`config.mk`:
```
export PLATFORM = sky130hd
export DESIGN_NAME = stack4_cpu
export DESIGN_NICKNAME = d
export VERILOG_FILES = /design/src/rtl/stack4_pkg.sv /design/src/rtl/stack4_alu.sv /design/src/rtl/stack4_opstack.sv /design/src/rtl/stack4_cpu.sv
export SDC_FILE = /design/constraint.sdc
export NUM_CORES = 1
export LEC_CHECK = 0
export BUFFER_PORTS_ARGS = -buffer_cell sky130_fd_sc_hd__buf_2
export CORE_AREA = 2 2 183 185
export CTS_CLUSTER_SIZE = 16
export DETAILED_ROUTE_END_ITERATION = 7
export DIE_AREA = 0 0 185 187
export PLACE_DENSITY = 0.42
export SLEW_MARGIN = 10
export SYNTH_ARGS = -nofsm -noshare
export SYNTH_HDL_FRONTEND = slang
export SYNTH_SLANG_ARGS = --single-unit
```
`constraint.sdc`:
```
create_clock -name clk_i -period 7.9 [get_ports clk_i]
set_input_delay 1.185 -clock clk_i [delete_from_list [all_inputs] [get_ports clk_i]]
set_output_delay 1.185 -clock clk_i [all_outputs]
set_load 0.05 [all_outputs]
```
`src/rtl/stack4_pkg.sv`:
```
package stack4_pkg;
  localparam int DW = 4;
  localparam int AW = 12;

  typedef enum logic [3:0] {
    OP_PUSH = 4'h0, OP_LOAD, OP_STORE, OP_JMP, OP_JZ, OP_CALL, OP_RET, OP_ADD,
    OP_SUB, OP_AND, OP_OR, OP_XOR, OP_NOT, OP_DUP, OP_DROP, OP_SWAP
  } op_e;

  typedef enum logic [2:0] {SK_NONE, SK_PUSH, SK_POP, SK_BIN, SK_REPL, SK_SWAP} sk_op_e;

  // operand nibbles following the opcode
  function automatic logic [1:0] op_len(op_e op);
    case (op)
      OP_PUSH: return 2'd1;
      OP_LOAD, OP_STORE, OP_JMP, OP_JZ, OP_CALL: return 2'd3;
      default: return 2'd0;
    endcase
  endfunction
endpackage

```
`src/rtl/stack4_alu.sv`:
```
module stack4_alu import stack4_pkg::*; (
  input  op_e           op_i,
  input  logic [DW-1:0] a_i,
  input  logic [DW-1:0] b_i,
  output logic [DW-1:0] y_o,
  output logic          c_o
);
  logic [DW:0] sum, dif;
  assign sum = {1'b0, a_i} + {1'b0, b_i};
  assign dif = {1'b0, a_i} - {1'b0, b_i};

  always_comb begin
    c_o = 1'b0;
    case (op_i)
      OP_ADD: {c_o, y_o} = sum;
      OP_SUB: {c_o, y_o} = dif;
      OP_AND: y_o = a_i & b_i;
      OP_OR:  y_o = a_i | b_i;
      OP_XOR: y_o = a_i ^ b_i;
      OP_NOT: y_o = ~b_i;
      default: y_o = b_i;
    endcase
  end
endmodule

```
`src/rtl/stack4_opstack.sv`:
```
module stack4_opstack import stack4_pkg::*; #(
  parameter int DEPTH = 8,
  localparam int CW = $clog2(DEPTH + 1),
  localparam int IW = $clog2(DEPTH)
) (
  input  logic          clk_i,
  input  logic          rst_ni,
  input  sk_op_e        op_i,
  input  logic [DW-1:0] data_i,
  output logic [DW-1:0] tos_o,
  output logic [DW-1:0] nos_o,
  output logic [CW-1:0] depth_o
);
  logic [DW-1:0] ent_q [DEPTH];
  logic [CW-1:0] depth_q;
  logic [IW-1:0] top_i, nos_i, free_i;

  assign top_i  = IW'(depth_q - CW'(1));
  assign nos_i  = IW'(depth_q - CW'(2));
  assign free_i = IW'(depth_q);
  assign tos_o  = (depth_q != '0) ? ent_q[top_i] : '0;
  assign nos_o  = (depth_q > CW'(1)) ? ent_q[nos_i] : '0;
  assign depth_o = depth_q;

  always_ff @(posedge clk_i or negedge rst_ni) begin
    if (!rst_ni) begin
      depth_q <= '0;
      for (int i = 0; i < DEPTH; i++) ent_q[i] <= '0;
    end else begin
      case (op_i)
        SK_PUSH: begin ent_q[free_i] <= data_i; depth_q <= depth_q + CW'(1); end
        SK_POP:  depth_q <= depth_q - CW'(1);
        SK_BIN:  begin ent_q[nos_i] <= data_i; depth_q <= depth_q - CW'(1); end
        SK_REPL: ent_q[top_i] <= data_i;
        SK_SWAP: begin ent_q[top_i] <= ent_q[nos_i]; ent_q[nos_i] <= ent_q[top_i]; end
        default: ;
      endcase
    end
  end


  depth_cap_chk: assert property (@(posedge clk_i) disable iff (!rst_ni)
    depth_q <= CW'(DEPTH));

  no_push_full_chk: assert property (@(posedge clk_i) disable iff (!rst_ni)
    op_i == SK_PUSH |-> depth_q < CW'(DEPTH));

  no_pop_empty_chk: assert property (@(posedge clk_i) disable iff (!rst_ni)
    (op_i == SK_POP || op_i == SK_REPL) |-> depth_q != '0);
endmodule

```
`src/rtl/stack4_cpu.sv`:
```
module stack4_cpu import stack4_pkg::*; #(
  parameter int STACK_DEPTH = 8,
  parameter logic [AW-1:0] RSV_BASE = 12'hFE2,
  localparam int CW = $clog2(STACK_DEPTH + 1),
  localparam int RET_NIB = AW / DW,
  localparam int RSV_SLOTS = ((1 << AW) - int'(RSV_BASE)) / RET_NIB,
  localparam int KW = $clog2(RSV_SLOTS + 1)
) (
  input  logic          clk_i,
  input  logic          rst_ni,
  output logic [AW-1:0] mem_addr_o,
  output logic          mem_we_o,
  output logic [DW-1:0] mem_wdata_o,
  input  logic [DW-1:0] mem_rdata_i,
  output logic [DW-1:0] tos_o,
  output logic [CW-1:0] depth_o,
  output logic          carry_o,
  output logic          err_o
);
  typedef enum logic [2:0] {S_FETCH, S_DEC, S_OPND, S_EXEC, S_LDW, S_CALL, S_RET, S_HALT} st_e;

  st_e           st_q;
  op_e           ir_q;
  logic [AW-1:0] pc_q, opnd_q, rp_q, kx;
  logic [1:0]    cnt_q, k_q;
  logic [KW-1:0] calls_q;
  logic          carry_q, err_q;

  sk_op_e        sk_op;
  logic [DW-1:0] sk_data, tos, nos, alu_y, ret_nib;
  logic [CW-1:0] depth;
  logic          alu_c, grow, fault;
  logic [1:0]    need;

  stack4_opstack #(.DEPTH(STACK_DEPTH)) u_stack (
    .clk_i, .rst_ni, .op_i(sk_op), .data_i(sk_data), .tos_o(tos), .nos_o(nos), .depth_o(depth)
  );

  stack4_alu u_alu (.op_i(ir_q), .a_i(nos), .b_i(tos), .y_o(alu_y), .c_o(alu_c));

  assign kx = {{(AW-2){1'b0}}, k_q};
  assign ret_nib = (k_q == 2'd0) ? pc_q[3:0] : (k_q == 2'd1) ? pc_q[7:4] : pc_q[11:8];

  always_comb begin
    need = 2'd0;
    grow = 1'b0;
    case (ir_q)
      OP_PUSH, OP_LOAD: grow = 1'b1;
      OP_DUP: begin need = 2'd1; grow = 1'b1; end
      OP_STORE, OP_JZ, OP_NOT, OP_DROP: need = 2'd1;
      OP_ADD, OP_SUB, OP_AND, OP_OR, OP_XOR, OP_SWAP: need = 2'd2;
      default: ;
    endcase
    fault = (CW'(need) > depth) || (grow && depth == CW'(STACK_DEPTH)) ||
            (ir_q == OP_CALL && calls_q == KW'(RSV_SLOTS)) ||
            (ir_q == OP_RET && calls_q == '0);
  end

  always_comb begin
    mem_addr_o  = pc_q;
    mem_we_o    = 1'b0;
    mem_wdata_o = '0;
    sk_op       = SK_NONE;
    sk_data     = alu_y;
    case (st_q)
      S_EXEC: if (!fault) begin
        case (ir_q)
          OP_PUSH: begin sk_op = SK_PUSH; sk_data = opnd_q[AW-1 -: DW]; end
          OP_LOAD: mem_addr_o = opnd_q;
          OP_STORE: begin
            mem_addr_o  = opnd_q;
            mem_we_o    = (opnd_q < RSV_BASE);
            mem_wdata_o = tos;
            sk_op       = SK_POP;
          end
          OP_JZ, OP_DROP: sk_op = SK_POP;
          OP_ADD, OP_SUB, OP_AND, OP_OR, OP_XOR: sk_op = SK_BIN;
          OP_NOT: sk_op = SK_REPL;
          OP_DUP: begin sk_op = SK_PUSH; sk_data = tos; end
          OP_SWAP: sk_op = SK_SWAP;
          OP_RET: mem_addr_o = rp_q - AW'(1);
          default: ;
        endcase
      end
      S_LDW: begin sk_op = SK_PUSH; sk_data = mem_rdata_i; end
      S_CALL: begin mem_addr_o = rp_q + kx; mem_we_o = 1'b1; mem_wdata_o = ret_nib; end
      S_RET: mem_addr_o = rp_q - AW'(2) - kx;
      default: ;
    endcase
  end

  always_ff @(posedge clk_i or negedge rst_ni) begin
    if (!rst_ni) begin
      st_q <= S_FETCH; ir_q <= OP_PUSH; pc_q <= '0; opnd_q <= '0; rp_q <= RSV_BASE;
      cnt_q <= '0; k_q <= '0; calls_q <= '0; carry_q <= 1'b0; err_q <= 1'b0;
    end else begin
      case (st_q)
        S_FETCH: begin pc_q <= pc_q + AW'(1); st_q <= S_DEC; end
        S_DEC: begin
          ir_q  <= op_e'(mem_rdata_i);
          cnt_q <= op_len(op_e'(mem_rdata_i));
          if (op_len(op_e'(mem_rdata_i)) != 2'd0) begin
            pc_q <= pc_q + AW'(1);
            st_q <= S_OPND;
          end else st_q <= S_EXEC;
        end
        S_OPND: begin
          opnd_q <= {mem_rdata_i, opnd_q[AW-1:DW]};
          cnt_q  <= cnt_q - 2'd1;
          if (cnt_q != 2'd1) pc_q <= pc_q + AW'(1);
          else st_q <= S_EXEC;
        end
        S_EXEC: begin
          if (fault) begin
            err_q <= 1'b1;
            st_q  <= S_HALT;
          end else begin
            st_q <= S_FETCH;
            k_q  <= '0;
            case (ir_q)
              OP_LOAD: st_q <= S_LDW;
              OP_JMP:  pc_q <= opnd_q;
              OP_JZ:   if (tos == '0) pc_q <= opnd_q;
              OP_CALL: st_q <= S_CALL;
              OP_RET:  st_q <= S_RET;
              OP_ADD, OP_SUB: carry_q <= alu_c;
              default: ;
            endcase
          end
        end
        S_LDW: st_q <= S_FETCH;
        S_CALL: begin
          k_q <= k_q + 2'd1;
          if (k_q == 2'(RET_NIB - 1)) begin
            pc_q    <= opnd_q;
            rp_q    <= rp_q + AW'(RET_NIB);
            calls_q <= calls_q + KW'(1);
            st_q    <= S_FETCH;
          end
        end
        S_RET: begin
          // most significant nibble arrives first
          opnd_q <= {opnd_q[AW-DW-1:0], mem_rdata_i};
          k_q    <= k_q + 2'd1;
          if (k_q == 2'(RET_NIB - 1)) begin
            pc_q    <= {opnd_q[AW-DW-1:0], mem_rdata_i};
            rp_q    <= rp_q - AW'(RET_NIB);
            calls_q <= calls_q - KW'(1);
            st_q    <= S_FETCH;
          end
        end
        default: ;
      endcase
    end
  end

  assign tos_o   = tos;
  assign depth_o = depth;
  assign carry_o = carry_q;
  assign err_o   = err_q;


  rsv_call_only_chk: assert property (@(posedge clk_i) disable iff (!rst_ni)
    (mem_we_o && mem_addr_o >= RSV_BASE) |-> ir_q == OP_CALL);

  err_sticky_chk: assert property (@(posedge clk_i) disable iff (!rst_ni)
    err_o |=> err_o);

  halt_quiet_chk: assert property (@(posedge clk_i) disable iff (!rst_ni)
    err_o |=> (!mem_we_o && $stable(depth_o) && $stable(tos_o)));

  carry_src_chk: assert property (@(posedge clk_i) disable iff (!rst_ni)
    !$stable(carry_o) |-> $past(st_q == S_EXEC && (ir_q == OP_ADD || ir_q == OP_SUB)));
endmodule

```
==> results.json <==
{
  "worst_clock_skew_ns": 0.0175,
  "min_period_over_period_pct": 73.9,
  "data_arrival_time_of_the_critical_path_ns": 4.65,
  "worstHoldEndpoint": "err_o",
  "flip_flop_and_latch_count_after_synthesis": 89,
  "worst_setup_path_startpoint": "ir_q[1]",
  "worstPathCellList": "buf_4 -> nor2b_1 -> a22oi_1 -> ha_1 -> a211oi_1 -> o21a_1 -> or3_1 -> nor2_1 -> nand2_1 -> a211oi_1 -> a21oi_1 -> a221o_1 -> buf_2",
  "layout_common_cells": "130 x nand2_1, 121 x o21ai_0, 117 x nor2_1",
  "synth_warnings": 0,
  "n_antenna_cell": 0,
  "finalHoldViolCount": 0,
  "cts_setup_buffers": 0,
  "routabilityCongestion": 0.928,
  "final_ant_viol_nets": 0,
  "core_rows": 67,
  "setup-violations-final": 0,
  "measured_slew_at_the_worst_slew_check_pin_ns": 1.16,
  "clock.fmax_ghz": 0.171,
  "vias_in_the_first_global_route": 9647,
  "clk_pin_slew_worst_paths_ns": 0.07,
  "critical_path_peak_fanout": 22,
  "timing.max_slew.rel_slack_pct": 22.6,
  "area_growth_pct": 8.63,
  "critPathKind": "reg2out",
  "worstHoldStart": "err_o",
  "tritoncts_clock_tree": "built",
  "fp.dieArea_sq_um": 34600,
  "core_area_sq_um": 32900,
  "sinks_on_clock_net": 89,
  "r2r_setup_slack_ns": 2.10,
  "die-height_microns": 187,
  "grt_pass1_wl_mm": 60.0,
  "worst_path_largest_cell_delay_ns": 0.83,
  "clkLatencyLatePin_ns": 0.37,
  "nFillCells": 3561,
  "synthCells": 1247,
  "ioPinCount": 33,
  "hold_depth": 1,
  "max-cap-violations": 0,
  "critPathCaptureType": "primary output",
  "cts_buffers": 9,
  "min_path_type": "reg2reg",
  "final_net_count": 1282,
  "synth_flop_cell": "dfrtp_1",
  "wire_per_inst_microns": 23.3,
  "drive_above_1_share_pct": 10.8,
  "synthesis.area_sq_um": 9640,
  "drt_wl_total_mm": 39.1,
  "crit_top_cell": "a211oi_1",
  "maximum_number_of_pins_on_one_net_before_global_route_repair": 51,
  "routed_via_density": 5.98,
  "port_buffers": 32,
  "drt_first_iter_violations": 944,
  "detailed_place_hpwl_mm": 27.7,
  "layout_min_cycle_time_ns": 5.84,
  "mostFrequentLayoutCell": "nand2_1",
  "worst_path_max_delay_cell": "dfrtp_1",
  "setup_tns_ns": 0,
  "post_cts.resized_instances": 0,
  "setup_repair_after_global_routing_missed_its_margin": "no",
  "synth_enable_flop_cells": 0,
  "outcome": "complete, no violations",
  "drt_pass1_iterations": 5,
  "root_buffer": "clkbuf_16",
  "num_vias": 10000,
  "syn_avg_cell_area_sq_um": 7.73,
  "drcViolationCount": 0,
  "seq_area_frac_synth_pct": 23.2,
  "worstSetupStartpointType": "register",
  "start_util_pct": 29.3,
  "grt_util_all_layers_pct": 22.6,
  "worstRegToRegCells": 15,
  "crit-reg2reg-launch": "u_stack.depth_o[1]",
  "slew_violations": 0,
  "worst-endpoint-required_ns": 6.71,
  "ctsLongestPathBuffers": 2,
  "grt_remaining_overflow": 0,
  "cts.hold.buffers_added": 0,
  "synth_async_sr_flop_share_pct": 100,
  "grt_antenna_before_repair": 0,
  "synth.distinct_cells": 89,
  "mappedNetlistNets": 1304,
  "cts-htree-levels": 3,
  "die_width_microns": 185
}
cells by family (layout without fill, tap and decap cells):
family	count (synthesis)	after routing	synth area share, %
AOI/OAI and AO/OA	481	481	33.8
xor gates and xnor gates	41	41	3.92
adders and majority gates	51	51	7.09
buffers and inverters	129	111	5.67
DFF	89	89	23.2
muxes	54	54	7.17
and+or+nand+nor	402	402	19.2
synth_stat cells, drive strengths merged (7+ instances only):
library cell  number  area [sq um]
dfrtp             81          2030
o21ai            146           734
a31oi             16           100
mux4              11           248
o21a               7          52.6
o211ai            18           135
nor2             118           443
nand2b            10          62.6
buf               30           175
nor4               9          56.3
a221oi            22           193
mux2i             33           330
o31ai             10          75.1
inv               36           135
a211oi            16           133
mux2              10           113
a22oi             19           143
o22ai             23           144
and3               7          43.8
nor3              31           155
a21o              14           105
xnor2             20           194
or2                8          50.1
o221ai            26           228
nand2            130           488
a221o              7          70.1
nor2b             16           100
a21oi             91           463
clkbuf            60           225
and2              16           103
ha                45           563
dfstp              8           210
xor2              21           184
nand3             37           185
critical path, delay by kind of cell, from the launching register on:
family | cells | cell delay, ns
buffers and inverters | 2 | 0.51
AO/OA/AOI/OAI | 6 | 1.15
flip-flops | 1 | 0.83
adder cells (fa/ha/maj) | 1 | 0.30
AND/OR/NAND/NOR | 4 | 1.48
cell type report:
cell class                      instances  area, sq um  share of cell area, %
Clock inverter                          4         51.3                  0.490
Timing Repair Buffer                   57          350                   3.35
Tap cell                              448          561                   5.35
Clock buffer                           11          253                   2.41
Inverter                               39          146                   1.40
Sequential cell                        89         2240                   21.4
Multi-Input combinational cell       1029         6870                   65.6
worst max path at each step:
stage                    endpoint  slack (ns)
floorplan                register        1.78
global placement         register        2.24
detailed placement       register        2.16
CTS                 mem_addr_o[1]        2.12
global route        mem_addr_o[1]        1.76
finish              mem_addr_o[1]        2.06
layer usage:
layer / GRT usage, % / share of wire, %
met2: 36.4 / 47
met3: 3.45 / 6.2
met5: 0 / 0
met1: 30.4 / 44
met4: 8.67 / 3.2
through the flow:
| stage | hold slack, ns | utilization, % | instance area [sq um] | setup WS (ns) | std cells |
|---|---|---|---|---|---|
| after CTS | 0.477 | 31.9 | 10500 | 2.12 | 1677 |
| after global routing | 0.495 | 31.9 | 10500 | 1.76 | 1677 |
| after detailed placement | 0.460 | 30.9 | 10200 | 2.16 | 1662 |
| after floorplan | 0.465 | - | 9640 | 1.78 | 1247 |
| final | 0.475 | 31.9 | 10500 | 2.06 | 1677 |
| after global placement | 0.460 | 30.9 | 10200 | 2.24 | 1662 |
Power is left out: the tool's default activity adds up to more than one toggle a clock period on the data nets, which glitch-free logic cannot reach.
